===== src/rtl/smb_host_pkg.sv =====
// Shared constants for the SMBus host register front-end.
// Assumes byte-wide registers; offsets are the decode contract with software.
package smb_host_pkg;
    localparam int NREG = 8;
    // register indices (one-hot position in the decode vectors)
    localparam int IX_STS = 0;
    localparam int IX_CTL = 1;
    localparam int IX_CMD = 2;
    localparam int IX_ADR = 3;
    localparam int IX_D0  = 4;
    localparam int IX_D1  = 5;
    localparam int IX_BLK = 6;
    localparam int IX_AUX = 7;
    // status bit positions
    localparam int SB_BUSY   = 0;
    localparam int SB_INTR   = 1;
    localparam int SB_DEVERR = 2;
    localparam int SB_BUSERR = 3;
    localparam int SB_FAILED = 4;
    localparam int SB_ALERT  = 5;
    // control bit positions
    localparam int CB_IEN   = 0;
    localparam int CB_KILL  = 1;
    localparam int CB_LAST  = 5;
    localparam int CB_START = 6;
    localparam int CB_PEC   = 7;

    // byte offset of register index ix
    function automatic int reg_ofs(input int ix);
        case (ix)
            IX_STS:  return 0;
            IX_CTL:  return 2;
            IX_CMD:  return 3;
            IX_ADR:  return 4;
            IX_D0:   return 5;
            IX_D1:   return 6;
            IX_BLK:  return 7;
            default: return 13;
        endcase
    endfunction
endpackage


===== src/rtl/smb_reg_decode.sv =====
// Address decoder: turns the byte offset and strobes into one-hot
// per-register hit, write-select and read-select vectors.
// Assumes at most one of wr/rd is high in a cycle.
module smb_reg_decode
    import smb_host_pkg::*;
#(
    parameter int ADDR_W = 6
) (
    input  logic [ADDR_W-1:0] addr,
    input  logic              wr,
    input  logic              rd,
    output logic [NREG-1:0]   hit,
    output logic [NREG-1:0]   wr_sel,
    output logic [NREG-1:0]   rd_sel
);
    // one comparator per register
    for (genvar g = 0; g < NREG; g++) begin : g_dec
        localparam logic [ADDR_W-1:0] OFS = ADDR_W'(reg_ofs(g));
        assign hit[g] = (addr == OFS);
    end

    assign wr_sel = hit & {NREG{wr}};
    assign rd_sel = hit & {NREG{rd}};
endmodule


===== src/rtl/smb_cfg_regs.sv =====
// Plain configuration registers: control, command, address, two data
// bytes, block data and aux control. No side effects live here.
// Assumes wr_sel is one-hot or zero.
module smb_cfg_regs
    import smb_host_pkg::*;
#(
    parameter bit FORCE_BLK = 1'b0
) (
    input  logic            clk,
    input  logic            rst_n,
    input  logic [NREG-1:0] wr_sel,
    input  logic [7:0]      wdata,
    output logic [7:0]      ctl_q,
    output logic [7:0]      cmd_q,
    output logic [7:0]      adr_q,
    output logic [7:0]      d0_q,
    output logic [7:0]      d1_q,
    output logic [7:0]      blk_q,
    output logic [1:0]      aux_q
);
    localparam logic [7:0] CTL_KEEP = ~(8'd1 << CB_START);
    localparam logic [1:0] AUX_RST  = {FORCE_BLK, 1'b0};

    // control keeps everything but the self-clearing start bit
    always_ff @(posedge clk) begin
        if (!rst_n)                ctl_q <= 8'h00;
        else if (wr_sel[IX_CTL])   ctl_q <= wdata & CTL_KEEP;
    end

    // byte registers handed straight to the engine
    always_ff @(posedge clk) begin
        if (!rst_n) begin
            cmd_q <= 8'h00;
            adr_q <= 8'h00;
            d0_q  <= 8'h00;
            d1_q  <= 8'h00;
            blk_q <= 8'h00;
        end else begin
            if (wr_sel[IX_CMD]) cmd_q <= wdata;
            if (wr_sel[IX_ADR]) adr_q <= wdata;
            if (wr_sel[IX_D0])  d0_q  <= wdata;
            if (wr_sel[IX_D1])  d1_q  <= wdata;
            if (wr_sel[IX_BLK]) blk_q <= wdata;
        end
    end

    // aux control keeps its two low bits only
    always_ff @(posedge clk) begin
        if (!rst_n)              aux_q <= AUX_RST;
        else if (wr_sel[IX_AUX]) aux_q <= wdata[1:0];
    end
endmodule


===== src/rtl/smb_status_ctl.sv =====
// Status register and transaction sequencing: write-one-to-clear, start
// (immediate or deferred to the next status read), kill, engine reports.
// Assumes engine report pulses are one cycle long; reports win over a
// same-cycle software clear.
module smb_status_ctl
    import smb_host_pkg::*;
(
    input  logic       clk,
    input  logic       rst_n,
    input  logic       wr_sts,
    input  logic       rd_sts,
    input  logic       wr_ctl,
    input  logic [7:0] wdata,
    input  logic       eng_done,
    input  logic       eng_dev_err,
    input  logic       eng_bus_err,
    input  logic       alert,
    output logic [7:0] stat_q,
    output logic       pending_q,
    output logic       op_idle_q,
    output logic       launch_q,
    output logic       idx_clr_q
);
    localparam logic [7:0] SW_CLR_MASK = ~(8'd1 << SB_BUSY);

    logic [7:0] stat_n;
    logic       pend_n, idle_n, launch_n, idxclr_n;
    logic       start_w, kill_w;

    assign start_w = wr_ctl & wdata[CB_START];
    assign kill_w  = wr_ctl & wdata[CB_KILL];

    // next-state for status and sequencing flags, lowest priority first
    always_comb begin
        stat_n   = stat_q;
        pend_n   = pending_q;
        idle_n   = op_idle_q;
        launch_n = 1'b0;
        idxclr_n = 1'b0;
        if (wr_sts) stat_n = stat_q & ~(wdata & SW_CLR_MASK);
        if (rd_sts && pending_q) begin
            pend_n           = 1'b0;
            stat_n[SB_BUSY]  = 1'b0;
            launch_n         = 1'b1;
            idle_n           = 1'b0;
        end
        if (start_w) begin
            if (!op_idle_q) idxclr_n = 1'b1;
            if (wdata[CB_IEN]) begin
                launch_n = 1'b1;
                idle_n   = 1'b0;
                pend_n   = 1'b0;
            end else begin
                stat_n[SB_BUSY] = 1'b1;
                pend_n          = 1'b1;
                idle_n          = 1'b1;
            end
        end
        if (kill_w) begin
            launch_n          = 1'b0;
            idle_n            = 1'b1;
            idxclr_n          = 1'b1;
            pend_n            = 1'b0;
            stat_n[SB_FAILED] = 1'b1;
            stat_n[SB_BUSY]   = 1'b0;
        end
        if (eng_done) begin
            stat_n[SB_INTR] = 1'b1;
            stat_n[SB_BUSY] = 1'b0;
            idle_n          = 1'b1;
        end
        if (eng_dev_err) begin
            stat_n[SB_DEVERR] = 1'b1;
            stat_n[SB_BUSY]   = 1'b0;
            idle_n            = 1'b1;
        end
        if (eng_bus_err) stat_n[SB_BUSERR] = 1'b1;
        if (alert)       stat_n[SB_ALERT]  = 1'b1;
    end

    // state registers
    always_ff @(posedge clk) begin
        if (!rst_n) begin
            stat_q    <= 8'h00;
            pending_q <= 1'b0;
            op_idle_q <= 1'b1;
            launch_q  <= 1'b0;
            idx_clr_q <= 1'b0;
        end else begin
            stat_q    <= stat_n;
            pending_q <= pend_n;
            op_idle_q <= idle_n;
            launch_q  <= launch_n;
            idx_clr_q <= idxclr_n;
        end
    end
endmodule


===== src/rtl/smb_host_regs.sv =====
// Top of the SMBus host register front-end: decode, configuration
// registers, status sequencing, read mux and level interrupt.
// Assumes a single-cycle byte port; side effects occur at the accepting edge.
module smb_host_regs
    import smb_host_pkg::*;
#(
    parameter int ADDR_W    = 6,
    parameter bit FORCE_BLK = 1'b0
) (
    input  logic              clk,
    input  logic              rst_n,
    input  logic [ADDR_W-1:0] bus_addr,
    input  logic              bus_wr,
    input  logic              bus_rd,
    input  logic [7:0]        bus_wdata,
    output logic [7:0]        bus_rdata,
    output logic              irq_o,
    output logic              launch_o,
    output logic              idx_clr_o,
    output logic              op_idle_o,
    output logic [2:0]        proto_o,
    output logic              last_byte_o,
    output logic              pec_en_o,
    output logic [7:0]        cmd_o,
    output logic [7:0]        taddr_o,
    output logic [7:0]        data0_o,
    output logic [7:0]        data1_o,
    output logic [7:0]        blkdat_o,
    output logic [1:0]        aux_o,
    input  logic              eng_done_i,
    input  logic              eng_dev_err_i,
    input  logic              eng_bus_err_i,
    input  logic              alert_i
);
    logic [NREG-1:0] hit, wr_sel, rd_sel;
    logic [7:0]      ctl_q, stat_q;
    logic            pending_q;

    smb_reg_decode #(.ADDR_W(ADDR_W)) u_dec (
        .addr(bus_addr), .wr(bus_wr), .rd(bus_rd),
        .hit(hit), .wr_sel(wr_sel), .rd_sel(rd_sel)
    );

    smb_cfg_regs #(.FORCE_BLK(FORCE_BLK)) u_cfg (
        .clk(clk), .rst_n(rst_n), .wr_sel(wr_sel), .wdata(bus_wdata),
        .ctl_q(ctl_q), .cmd_q(cmd_o), .adr_q(taddr_o), .d0_q(data0_o),
        .d1_q(data1_o), .blk_q(blkdat_o), .aux_q(aux_o)
    );

    smb_status_ctl u_sts (
        .clk(clk), .rst_n(rst_n),
        .wr_sts(wr_sel[IX_STS]), .rd_sts(rd_sel[IX_STS]),
        .wr_ctl(wr_sel[IX_CTL]), .wdata(bus_wdata),
        .eng_done(eng_done_i), .eng_dev_err(eng_dev_err_i),
        .eng_bus_err(eng_bus_err_i), .alert(alert_i),
        .stat_q(stat_q), .pending_q(pending_q), .op_idle_q(op_idle_o),
        .launch_q(launch_o), .idx_clr_q(idx_clr_o)
    );

    // read mux; unmapped offsets and idle cycles return zero
    always_comb begin
        bus_rdata = 8'h00;
        if (bus_rd) begin
            unique case (1'b1)
                hit[IX_STS]: bus_rdata = stat_q;
                hit[IX_CTL]: bus_rdata = {3'b000, ctl_q[4:0]};
                hit[IX_CMD]: bus_rdata = cmd_o;
                hit[IX_ADR]: bus_rdata = taddr_o;
                hit[IX_D0]:  bus_rdata = data0_o;
                hit[IX_D1]:  bus_rdata = data1_o;
                hit[IX_BLK]: bus_rdata = blkdat_o;
                hit[IX_AUX]: bus_rdata = {6'd0, aux_o};
                default:     bus_rdata = 8'h00;
            endcase
        end
    end

    // engine-facing control fields
    assign proto_o     = ctl_q[4:2];
    assign last_byte_o = ctl_q[CB_LAST];
    assign pec_en_o    = ctl_q[CB_PEC];

    // level interrupt ignores busy, gated by enable
    assign irq_o = ctl_q[CB_IEN] & (|stat_q[7:1]);
endmodule


===== config.mk =====
export PLATFORM = sky130hd
export DESIGN_NAME = smb_host_regs
export DESIGN_NICKNAME = d
export VERILOG_FILES = /design/src/rtl/smb_host_pkg.sv /design/src/rtl/smb_reg_decode.sv /design/src/rtl/smb_cfg_regs.sv /design/src/rtl/smb_status_ctl.sv /design/src/rtl/smb_host_regs.sv
export SDC_FILE = /design/constraint.sdc
export NUM_CORES = 1
export LEC_CHECK = 0
export BUFFER_PORTS_ARGS = -buffer_cell sky130_fd_sc_hd__buf_2
export CAP_MARGIN = 20
export CORE_UTILIZATION = 29
export DETAILED_ROUTE_END_ITERATION = 12
export PLACE_DENSITY = 0.63
export SYNTH_ARGS = -nofsm -noshare
export SYNTH_HDL_FRONTEND = slang
export SYNTH_HIERARCHICAL = 1
export SYNTH_SLANG_ARGS = --single-unit

===== constraint.sdc =====
create_clock -name clk -period 1.9 [get_ports clk]
set_input_delay 0.095 -clock clk [delete_from_list [all_inputs] [get_ports clk]]
set_output_delay 0.095 -clock clk [all_outputs]
set_load 0.01 [all_outputs]

### Word-level counts from Yosys, hierarchy flattened

Index checks and enable logic that the tools add are counted.

* logic and storage cells: 65
* register bits: 61
* bits of input ports: 22
* output and inout bits: 59

* multiplexer cells: 21
* reductions and logical operators: 11
* equal/unequal tests: 7
* bitwise operators: 8

Operators by type and width (number)
* $pmux W8 S8: 1
* $eq A6 B3 Y1 const B: 4
* $mux W1: 17
* $and A8 B8 Y8: 2
* $eq A6 B2 Y1 const B: 2
* $reduce_bool A2 Y1: 6
* $mux W8: 1
* $not A8 Y8: 1
* $reduce_or A7 Y1: 1
* $eq A6 B4 Y1 const B: 1
* $logic_not A6 Y1: 1
* $mux W6: 1
* $and A1 B1 Y1: 4
* $reduce_or A4 Y1: 1
* $mux W2: 1
* $reduce_or A2 Y1: 1
* $logic_and A1 B1 Y1: 1
* $not A1 Y1: 1

### Longest topological paths before layout

Gate-level depths: netlist of the first run.

* word-level depth: 8
* mapped depth: 7
* depth with buffers taken out: 5

### Modules after synthesis

Netlist of the first run, hierarchy kept.

Modules (own cells, without submodules)
* smb_cfg_regs: instances 1, seq. area each 980.9 µm², cells an instance 160, area an instance 1890.6 µm²
* smb_status_ctl: instances 1, seq. area each 240.2 µm², cells an instance 48, area an instance 429.2 µm²
* smb_host_regs: instances 1, seq. area each 0.0 µm², cells an instance 46, area an instance 351.6 µm²
* smb_reg_decode: instances 1, seq. area each 0.0 µm², cells an instance 40, area an instance 249.0 µm²

### Least setup slack after synthesis of the first run

No wires, ideal clock.

* path type: in2reg
* start: in bus_addr[5]
* end: reg u_cfg.ctl_q[0]
* library setup time: 0.116 ns
* data arrival time: 1.655 ns
* data required time: 1.784 ns
* setup slack: 0.129 ns
* buffers on the path: 2
* cell stages on the path: 6
* path through: or4_1 > clkbuf_1 > nor3_1 > buf_4 > mux2i_1 > nor2b_1

* word-level cells in the longest chain between the ends: 2

RTL lines
* start: declaration: RTL line smb_host_regs.sv:12 `input logic [ADDR_W-1:0] bus_addr,`
* $eq A6 B2 Y1: RTL line smb_reg_decode.sv:19 `assign hit[g] = (addr == OFS);`
* $and A8 B8 Y8: RTL line smb_reg_decode.sv:22 `assign wr_sel = hit & {NREG{wr}};`
* net wr_sel[1]: RTL line smb_host_regs.sv:35 `logic [NREG-1:0] hit, wr_sel, rd_sel;`
* end signal: assignment: RTL line smb_cfg_regs.sv:27 `else if (wr_sel[IX_CTL]) ctl_q <= wdata & CTL_KEEP;`
* end: declaration: RTL line smb_cfg_regs.sv:13 `output logic [7:0] ctl_q,`

The timed path passes the listed nets, and every way through them passes these cells.
A chain may end at the register's enable or synchronous reset.

### Worst setup path after layout of the first run

* start: in bus_addr[0]
* end: out bus_rdata[4]

* word-level cells in the longest chain between the ends: 3
* elaborated cells on any way between the ends: 10
* classes of those cells: 7 x eq/ne; 2 x mux; 1 x reduce/logical

RTL lines
* $eq A6 B4 Y1: RTL line smb_reg_decode.sv:19
* net hit[7]: RTL line smb_host_regs.sv:35
* $pmux W8 S8: RTL line smb_host_regs.sv:64 `unique case (1'b1)`
* $mux W8: RTL line smb_host_regs.sv:63 `if (bus_rd) begin`
* end: declaration: RTL line smb_host_regs.sv:16 `output logic [7:0] bus_rdata,`

The timed path passes the listed nets, and every way through them passes these cells.

==> results.py, run 1 <==
metrics = {
    "run_status": {
        "status": "complete, no violations",
    },
    "sta": {
        "skew_ns": 0.005962,
        "setup_slack_ns": 0.05745,
        "fin_crit_sh_pct": 96.98,
        "finalHoldViolCount": 0,
        "fin_crit_ns": 1.843,
        "slew_violations": 0,
        "fmax_ghz": 0.5427,
        "relSlewSlack_pct": 72.79,
        "finalSetupViolations": 0,
        "grt_setup_unrepaired": "true",
        "whs_ns": 0.01820,
        "worst_pin_slew_ns": 0.4081,
        "fin_tns_setup_ns": 0,
    },
    "worst_setup_path": {
        "cp.arrival_ns": 1.75,
        "crit_slowest_cell": "or4_4",
        "crit_fanout": 8,
        "cp.required_ns": 1.80,
        "cpMostUsedCell": "buf_2",
        "cpLargestDelayFamily": "simple AND/OR/NAND/NOR gates",
        "crit_type": "in2out",
        "slowest_delay_ns": 0.53,
        "worst_setup_path_end_kind": "output pin",
        "critPathBufInv": 2,
        "cp_cell_sequence": "buf_2 -> nor2b_2 -> and3_1 -> or4_4 -> o21ai_4 -> a31oi_1 -> buf_2",
        "start_kind": "input port",
    },
    "floorplanning": {
        "io_pins": 81,
        "die_w_um": 100.9,
        "design.core.area_mm2": 0.009371,
        "die_area_mm2": 0.01019,
        "die_h_um": 100.9,
        "start_util_pct": 30.29,
        "rows": 35,
    },
    "clocking": {
        "cts_made_buffers": 9,
        "cts.sinks": 61,
        "path_clk_slew_ns": 0.06,
        "worstSkewPairLatency_ns": 0.33,
        "cts_setup_buffers": 0,
        "clockRootBuffer": "clkbuf_8",
        "clockBufferDepth": 2,
        "cts_tree": "yes",
        "h-tree-depth": 3,
    },
    "placed_design": {
        "numPortBuffers": 80,
        "pre_cts_slack_ns": -0.02082,
        "gp_congestion": 0.8689,
        "place_area_mm2": 0.003405,
        "dp_hpwl_mm": 6.239,
    },
    "synthesis": {
        "syn_area_mm2": 0.002839,
        "yosys_warnings": 6,
        "syn_area_per_cell_um2": 10.03,
        "syn_nets": 305,
        "netlist_instances": 283,
    },
    "route": {
        "viasPerCell": 4.861,
        "finalWirelength_mm": 8.435,
        "vias": 2474,
        "first_pass_iters": 5,
        "wl_per_cell_um": 16.57,
        "postRouteAntennaNets": 0,
        "drt_first_iter_violations": 173,
        "drc": 0,
    },
    "cells_and_area": {
        "nets": 397,
        "n_fill_cell": 994,
        "regArea_mm2": 0.001221,
        "diodes": 0,
        "fin_area_mm2": 0.003667,
        "area_delta_synth_final_pct": 29.18,
        "multiInputGateArea_mm2": 0.001483,
        "layout-drive-gt1-share_pct": 34.74,
    },
    "global_route": {
        "grt_pass1_wl_mm": 12.79,
        "antenna_found_initial": 0,
        "grt_pass1_vias": 2324,
        "grt_overflow": 0,
        "grt_util_met3_pct": 4.022,
        "met2_usage_pct": 27.08,
        "grt_max_degree": 51,
        "grt.busiest_layer": "met2",
        "use_met1_pct": 22.39,
        "track_usage_pct": 17.03,
    },
    "worst_hold_path": {
        "hp-class": "in2reg",
    },
    "job": {
        "cap_viol_max_count": 0,
    },
    "pwr": {
        "p_total_mw": 2.729,
        "cellPowerDensity_mw_per_mm2": 744.1,
        "vdd_ir_drop_max_v": 0.0004363,
        "leakage_nw": 1.384,
    },
}
[per-layer routing]
layer	part of all wire [%]	wire length, um
met4	0.65	55
met5	0	0
met2	46	3888
met1	47	3983
met3	6.0	508
[final cells by class]
| class | count | area share (%) |
|---|---|---|
| Timing Repair Buffer | 102 | 15.56 |
| Clock buffer | 9 | 3.378 |
| Tap cell | 129 | 4.401 |
| Inverter | 2 | 0.2047 |
| Multi-Input combinational cell | 199 | 40.43 |
| Clock inverter | 7 | 2.729 |
| Sequential cell | 61 | 33.30 |
[flip-flops by register name, indices dropped and copies added, names as in the netlist]
register	count
u_cfg/adr_q	8
u_cfg/aux_q	2
u_cfg/blk_q	8
u_cfg/cmd_q	8
u_cfg/ctl_q	7
u_cfg/d0_q	8
u_cfg/d1_q	8
u_sts/idx_clr_q	1
u_sts/launch_q	1
u_sts/op_idle_q	1
u_sts/pending_q	1
u_sts/stat_q	8
[what timing repair did]
item	4_1_cts	5_1_grt
gates cloned	0	0
endpoints found under the hold margin	2	0
endpoints found under the setup margin	2	8
hold buffers	2	0
gates resized for setup	2	3
[cell usage in the layout, fill, tap and decap left out, types with 4 or more instances in the layout]
| master | count |
|---|---|
| nor3_2 | 4 |
| a21oi_1 | 9 |
| buf_2 | 80 |
| a22oi_1 | 20 |
| buf_4 | 20 |
| a31oi_1 | 8 |
| nor2_1 | 7 |
| dfxtp_1 | 61 |
| nand2_1 | 12 |
| nor2b_1 | 54 |
| nand3_1 | 4 |
| mux2i_1 | 49 |
| clkbuf_8 | 9 |
[worst register-to-register path: cells and delay by family, from the launching register on]
kind / cells / cell delay, ns
and+or+nand+nor: 3 / 0.26
DFF: 1 / 0.33
[path summary, 6_finish.rpt]
kind | start | end | slack, ns | cells after the start
worst max-delay path | bus_addr[0] | bus_rdata[4] | 0.06 | 7
worst min register to register | u_sts/stat_q[7]$_SDFFE_PN0P_ | u_sts/stat_q[7]$_SDFFE_PN0P_ | 0.46 | 2
worst min-delay path | eng_done_i | u_sts/op_idle_q$_SDFFE_PP1P_ | 0.02 | 3
worst max register to register | u_sts/pending_q$_SDFFE_PP0P_ | u_sts/op_idle_q$_SDFFE_PP1P_ | 1.20 | 3
[through the flow]
| step | utilization (%) | cells |
|---|---|---|
| 2_1_floorplan | - | 283 |
| 3_3_place_gp | 36.33 | 491 |
| 3_5_place_dp | 36.33 | 491 |
| 4_1_cts | 39.04 | 509 |
| 5_1_grt | 39.13 | 509 |
| 6_report | 39.13 | 509 |
[report_power, final]
part / total, mW / internal, mW / switching [mW]
combinational: 0.157 / 0.0677 / 0.0897
sequential: 1.30 / 1.29 / 0.00946
clock: 1.27 / 0.741 / 0.532
Power figures use the tool's default switching activity.
==> run 2, diff against run 1 <==
--- a/config.mk
+++ b/config.mk
@@ -9,6 +9,7 @@
 export CAP_MARGIN = 20
 export CORE_UTILIZATION = 29
 export DETAILED_ROUTE_END_ITERATION = 12
+export MAX_ROUTING_LAYER = met4
 export PLACE_DENSITY = 0.63
 export SYNTH_ARGS = -nofsm -noshare
 export SYNTH_HDL_FRONTEND = slang
==> run 2 against run 1 <==
Global-route usage rose by 0.80 points. Critical path depth rose by 1. Utilization fell by 0.48 points. Combinational power barely moved. Sequential share of layout area rose by 0.41 points. Largest power group unchanged. Register-to-register slack got worse by 0.04 ns. Sequential power barely moved. Die area did not move.
==> results.py, run 2 (synthesis gave the netlist of run 1 again) <==
metrics = {
    "worst_setup_path": {
        "crit_fanout": 8,
        "cpMostUsedCell": "buf_2",
        "crit_type": "in2out",
        "crit_slowest_cell": "or4_4",
        "cpLargestDelayFamily": "simple AND/OR/NAND/NOR gates",
        "cp_cell_sequence": "buf_2 -> or4_4 -> nor3_4 -> buf_4 -> a22o_2 -> a221oi_1 -> a31oi_1 -> buf_2",
        "cp.arrival_ns": 1.73,
        "critPathBufInv": 3,
        "cp.required_ns": 1.80,
        "start_kind": "input port",
        "worst_setup_path_end_kind": "output pin",
        "slowest_delay_ns": 0.58,
    },
    "clocking": {
        "clockRootBuffer": "clkbuf_8",
        "worstSkewPairLatency_ns": 0.34,
        "cts_tree": "yes",
        "cts.sinks": 61,
        "clockBufferDepth": 2,
        "h-tree-depth": 3,
        "path_clk_slew_ns": 0.06,
        "cts_made_buffers": 9,
    },
    "route": {
        "wl_per_cell_um": 17.04,
        "vias": 2485,
        "drc": 0,
        "postRouteAntennaNets": 0,
        "first_pass_iters": 5,
        "finalWirelength_mm": 8.674,
        "drt_first_iter_violations": 199,
        "viasPerCell": 4.882,
    },
    "pwr": {
        "p_total_mw": 2.433,
        "vdd_ir_drop_max_v": 0.0003440,
        "swShare_pct": 23.71,
        "seq_power_share_pct": 53.4,
        "power_frac_clock_pct": 40.0,
        "cellPowerDensity_mw_per_mm2": 671.6,
        "intPower_mw": 1.856,
        "power.switching_mw": 0.5767,
        "p_comb_share_pct": 6.6,
        "leakage_nw": 1.374,
    },
    "cells_and_area": {
        "fin_cells": 509,
        "nets": 398,
        "layout-drive-gt1-share_pct": 34.21,
        "n_fill_cell": 1002,
        "regArea_mm2": 0.001221,
        "area_delta_synth_final_pct": 27.59,
        "multiInputGateArea_mm2": 0.001495,
        "layout_commonest_cell": "buf_2",
        "diodes": 0,
        "fin_area_mm2": 0.003622,
        "mostFrequentLayoutCells": "80 x buf_2, 61 x dfxtp_1, 54 x nor2b_1, 49 x mux2i_1, 21 x buf_4",
    },
    "floorplanning": {
        "die_area_mm2": 0.01019,
        "die_h_um": 100.9,
        "die_w_um": 100.9,
        "rows": 35,
        "design.core.area_mm2": 0.009371,
        "start_util_pct": 30.29,
        "io_pins": 81,
    },
    "placed_design": {
        "dp_hpwl_mm": 6.439,
        "numPortBuffers": 80,
        "gp_congestion": 0.8523,
        "dpl.cell_count": 492,
        "place_area_mm2": 0.003412,
    },
    "sta": {
        "fmax_ghz": 0.5472,
        "relSlewSlack_pct": 69.71,
        "slew_violations": 0,
        "fin_crit_sh_pct": 96.18,
        "grt_setup_unrepaired": "false",
        "fin_crit_ns": 1.827,
        "worst_pin_slew_ns": 0.4543,
        "finalHoldViolCount": 0,
        "finalSetupViolations": 0,
        "whs_ns": 0.01441,
        "skew_ns": 0.005526,
        "fin_tns_setup_ns": 0,
    },
    "global_route": {
        "track_usage_pct": 17.82,
        "grt_pass1_vias": 2366,
        "antenna_found_initial": 0,
        "grt_max_degree": 32,
        "grt_overflow": 0,
        "grt_pass1_wl_mm": 13.08,
    },
    "job": {
        "cap_viol_max_count": 0,
    },
    "run_status": {
        "status": "complete, no violations",
    },
    "worst_hold_path": {
        "hp-class": "in2reg",
    },
}
## run 2: cell count changes in the layout (fill, tap and decap cells not counted), moves of 2 or more
| cell | change |
|---|---|
| clkbuf_1 | +3 |
| clkinv_2 | +2 |
| bufinv_16 | -2 |
| clkinvlp_4 | -3 |
| clkinv_4 | -2 |
## run 2: repair_timing
item	in CTS	in global routing
hold buffers	2	0
buffers inserted	0	0
resized for setup	3	4
setup endpoints to repair	3	8
pin swaps	0	2
hold endpoints to repair	2	0
cloned	0	0
## run 2: path summary, 6_finish.rpt
path | from | endpoint | slack, ns | cells past startpoint
worst max-delay path | bus_addr[5] | bus_rdata[0] | 0.07 | 8
worst min-delay path | eng_done_i | u_sts/op_idle_q$_SDFFE_PP1P_ | 0.01 | 3
worst max register to register | u_sts/pending_q$_SDFFE_PP0P_ | u_sts/op_idle_q$_SDFFE_PP1P_ | 1.16 | 3
worst min register to register | u_sts/stat_q[6]$_SDFFE_PN0P_ | u_sts/stat_q[6]$_SDFFE_PN0P_ | 0.46 | 2
## run 2: layout make-up
class	instances	share of cell area, %
Sequential cell	61	33.71
Timing Repair Buffer	103	15.96
Clock inverter	2	0.2763
Multi-Input combinational cell	199	41.28
Tap cell	129	4.456
Clock buffer	13	4.111
Inverter	2	0.2073
## run 2: power by group through the flow
stage / Clock [mW] / Combinational [mW] / Sequential (mW)
after floorplan: 0 / 0.0792 / 1.33
after global placement: 0 / 0.150 / 1.33
after detailed placement: 0 / 0.152 / 1.33
after CTS: 0.996 / 0.157 / 1.30
after global routing: 1.05 / 0.172 / 1.30
final: 0.973 / 0.160 / 1.30
## run 2: tightest hold or removal path, delay by kind of cell
family	cells	cell delay, ns
simple gates	2	0.12
buf+inv	1	0.10
## run 2: metrics by stage
stage | setup WS [ns] | utilization, %
6_report | 0.07265 | 38.65
5_1_grt | 0.002116 | 38.65
4_1_cts | 0.01202 | 38.45
3_5_place_dp | -0.02578 | 36.41
3_3_place_gp | 0.01067 | 36.41
2_1_floorplan | 0.1573 | -
## run 2: per-layer routing
layer  global-route usage [%]  wire length, um  vias to the layer above
li1                         -                -                     1193
met2                    28.08             4064                      105
met5                        -                0                        -
met3                    5.340              692                        5
met4                    4.348               59                        0
met1                    22.35             3857                     1182
==> run 3, diff against run 2 <==
--- a/config.mk
+++ b/config.mk
@@ -7,10 +7,13 @@
 export LEC_CHECK = 0
 export BUFFER_PORTS_ARGS = -buffer_cell sky130_fd_sc_hd__buf_2
 export CAP_MARGIN = 20
-export CORE_UTILIZATION = 29
+export CELL_PAD_IN_SITES_DETAIL_PLACEMENT = 1
+export CELL_PAD_IN_SITES_GLOBAL_PLACEMENT = 2
+export CORE_UTILIZATION = 28
+export CTS_CLUSTER_DIAMETER = 40
 export DETAILED_ROUTE_END_ITERATION = 12
 export MAX_ROUTING_LAYER = met4
-export PLACE_DENSITY = 0.63
+export PLACE_DENSITY = 0.86
 export SYNTH_ARGS = -nofsm -noshare
 export SYNTH_HDL_FRONTEND = slang
 export SYNTH_HIERARCHICAL = 1
==> run 3 against run 2 <==
Critical path depth is 1 higher. Flip-flop and latch count stayed put. Cell count is 1.2% higher. Non-clock buffer count is 2 higher. Design area is 3.1% higher. Via count is 4.1% higher.
==> results.py, run 3 (synthesis gave the netlist of run 1 again) <==
metrics = {
    "worst_setup_path": {
        "start_kind": "input port",
        "crit_slowest_cell": "or4_4",
        "worst_setup_path_end_kind": "output pin",
        "slowest_delay_ns": 0.56,
        "cpLargestDelayFamily": "simple AND/OR/NAND/NOR gates",
        "path_depth": 9,
        "cp.arrival_ns": 1.76,
        "crit_fanout": 4,
        "crit_type": "in2out",
        "reg2reg_depth": 3,
        "cp.required_ns": 1.80,
        "cp_cell_sequence": "buf_2 -> or4_4 -> buf_4 -> nor2_4 -> or4_4 -> o21ai_4 -> buf_4 -> a31oi_2 -> buf_2",
        "critPathBufInv": 4,
    },
    "clocking": {
        "cts_made_buffers": 9,
        "cts.sinks": 61,
        "clockBufferDepth": 2,
        "h-tree-depth": 3,
        "clockRootBuffer": "clkbuf_8",
        "worstSkewPairLatency_ns": 0.33,
        "cts_tree": "yes",
        "path_clk_slew_ns": 0.06,
    },
    "sta": {
        "fin_tns_setup_ns": 0,
        "finalHoldViolCount": 0,
        "finalSetupViolations": 0,
        "worst_pin_slew_ns": 0.4574,
        "slew_violations": 0,
        "fmax_ghz": 0.5391,
        "relSlewSlack_pct": 69.50,
        "skew_ns": 0.0003768,
        "fin_crit_ns": 1.855,
        "fin_crit_sh_pct": 97.64,
    },
    "worst_hold_path": {
        "whs_path_depth": 3,
        "hp-class": "in2reg",
    },
    "route": {
        "viasPerCell": 5.023,
        "drc": 0,
        "postRouteAntennaNets": 0,
        "finalWirelength_mm": 9.506,
        "wl_per_cell_um": 18.46,
        "drt_first_iter_violations": 95,
        "first_pass_iters": 4,
        "vias": 2587,
    },
    "floorplanning": {
        "start_util_pct": 28.91,
        "design.core.area_mm2": 0.009819,
        "rows": 36,
        "die_area_mm2": 0.01055,
        "die_h_um": 102.7,
        "io_pins": 81,
        "die_w_um": 102.7,
    },
    "pwr": {
        "leakage_nw": 1.406,
        "vdd_ir_drop_max_v": 0.0003743,
        "cellPowerDensity_mw_per_mm2": 702.3,
    },
    "cells_and_area": {
        "mostFrequentLayoutCells": "80 x buf_2, 61 x dfxtp_1, 54 x nor2b_1, 49 x mux2i_1, 21 x buf_4",
        "layout-drive-gt1-share_pct": 36.13,
        "fin_area_mm2": 0.003735,
        "nets": 400,
        "fin_cells": 515,
        "final_util_pct": 38.04,
        "layout_commonest_cell": "buf_2",
        "diodes": 0,
        "area_delta_synth_final_pct": 31.56,
    },
    "global_route": {
        "grt_overflow": 0,
        "antenna_found_initial": 0,
        "grt_pass1_wl_mm": 14.92,
        "track_usage_pct": 19.65,
        "grt_pass1_vias": 2722,
        "grt_max_degree": 37,
    },
    "placed_design": {
        "numPortBuffers": 80,
        "dp_hpwl_mm": 6.922,
        "place_area_mm2": 0.003445,
        "dpl.cell_count": 498,
        "gp_congestion": 0.8749,
    },
    "run_status": {
        "status": "complete, no violations",
    },
    "job": {
        "cap_viol_max_count": 0,
    },
}
## run 3: cell types whose count changed in the layout (fill, tap and decap cells not counted), moves of 2 or more
| cell | before | now |
|---|---|---|
| clkinv_2 | 2 | 0 |
| a31oi_1 | 7 | 2 |
| a31oi_2 | 1 | 6 |
| buf_6 | 0 | 2 |
## run 3: power by group
part           internal, mW  switching (mW)  total (mW)
Combinational        0.0704          0.0984       0.169
Sequential             1.29          0.0105        1.30
Clock                 0.673           0.482        1.15
## run 3: worst paths after layout
kind	from	endpoint	slack (ns)
max	bus_addr[5]	bus_rdata[5]	0.04
min	eng_done_i	u_sts/op_idle_q$_SDFFE_PP1P_	0.02
max reg2reg	u_sts/pending_q$_SDFFE_PP0P_	u_sts/op_idle_q$_SDFFE_PP1P_	1.15
min reg2reg	u_sts/stat_q[6]$_SDFFE_PN0P_	u_sts/stat_q[6]$_SDFFE_PN0P_	0.46
## run 3: tightest hold or removal path, stage by stage
cell and delay, ns:
buf_2 0.10, nor3_2 0.05, nand3_1 0.08
## run 3: repair_timing
| item | in CTS | in global routing |
|---|---|---|
| buffers inserted | 0 | 1 |
| gates resized for setup | 3 | 13 |
| hold buffers | 1 | 0 |
| pin swaps | 0 | 2 |
| setup endpoints to repair | 8 | 8 |
| endpoints found under the hold margin | 1 | 0 |
| gates cloned | 0 | 0 |
## run 3: final cells by class
cell class / count / area (um2)
well taps: 133 / 166.4
fillers: 1176 / 6085
flip-flops and latches: 61 / 1221
clock buffers: 14 / 162.7
multi-input cells: 199 / 1536
repair buffers: 105 / 610.6
inverters: 2 / 7.507
clock inverters: 1 / 30.03
## run 3: per-stage QoR
step	power (mW)	worst slack, ns	hold WS, ns
final	2.623	0.04489	0.02063
after global routing	2.731	-0.01347	0.004231
after CTS	2.649	0.004206	0.01067
after detailed placement	1.485	-0.04528	0.3297
after global placement	1.480	0.0008065	0.3261
after floorplan	1.405	0.1573	0.1862
## run 3: per-layer routing
layer	vias to the layer above	track usage, %	routed length [um]
met2	82	33.08	4714
met3	10	4.746	497
li1	1200	-	-
met5	-	-	0
met4	0	5.275	147
met1	1295	23.35	4147
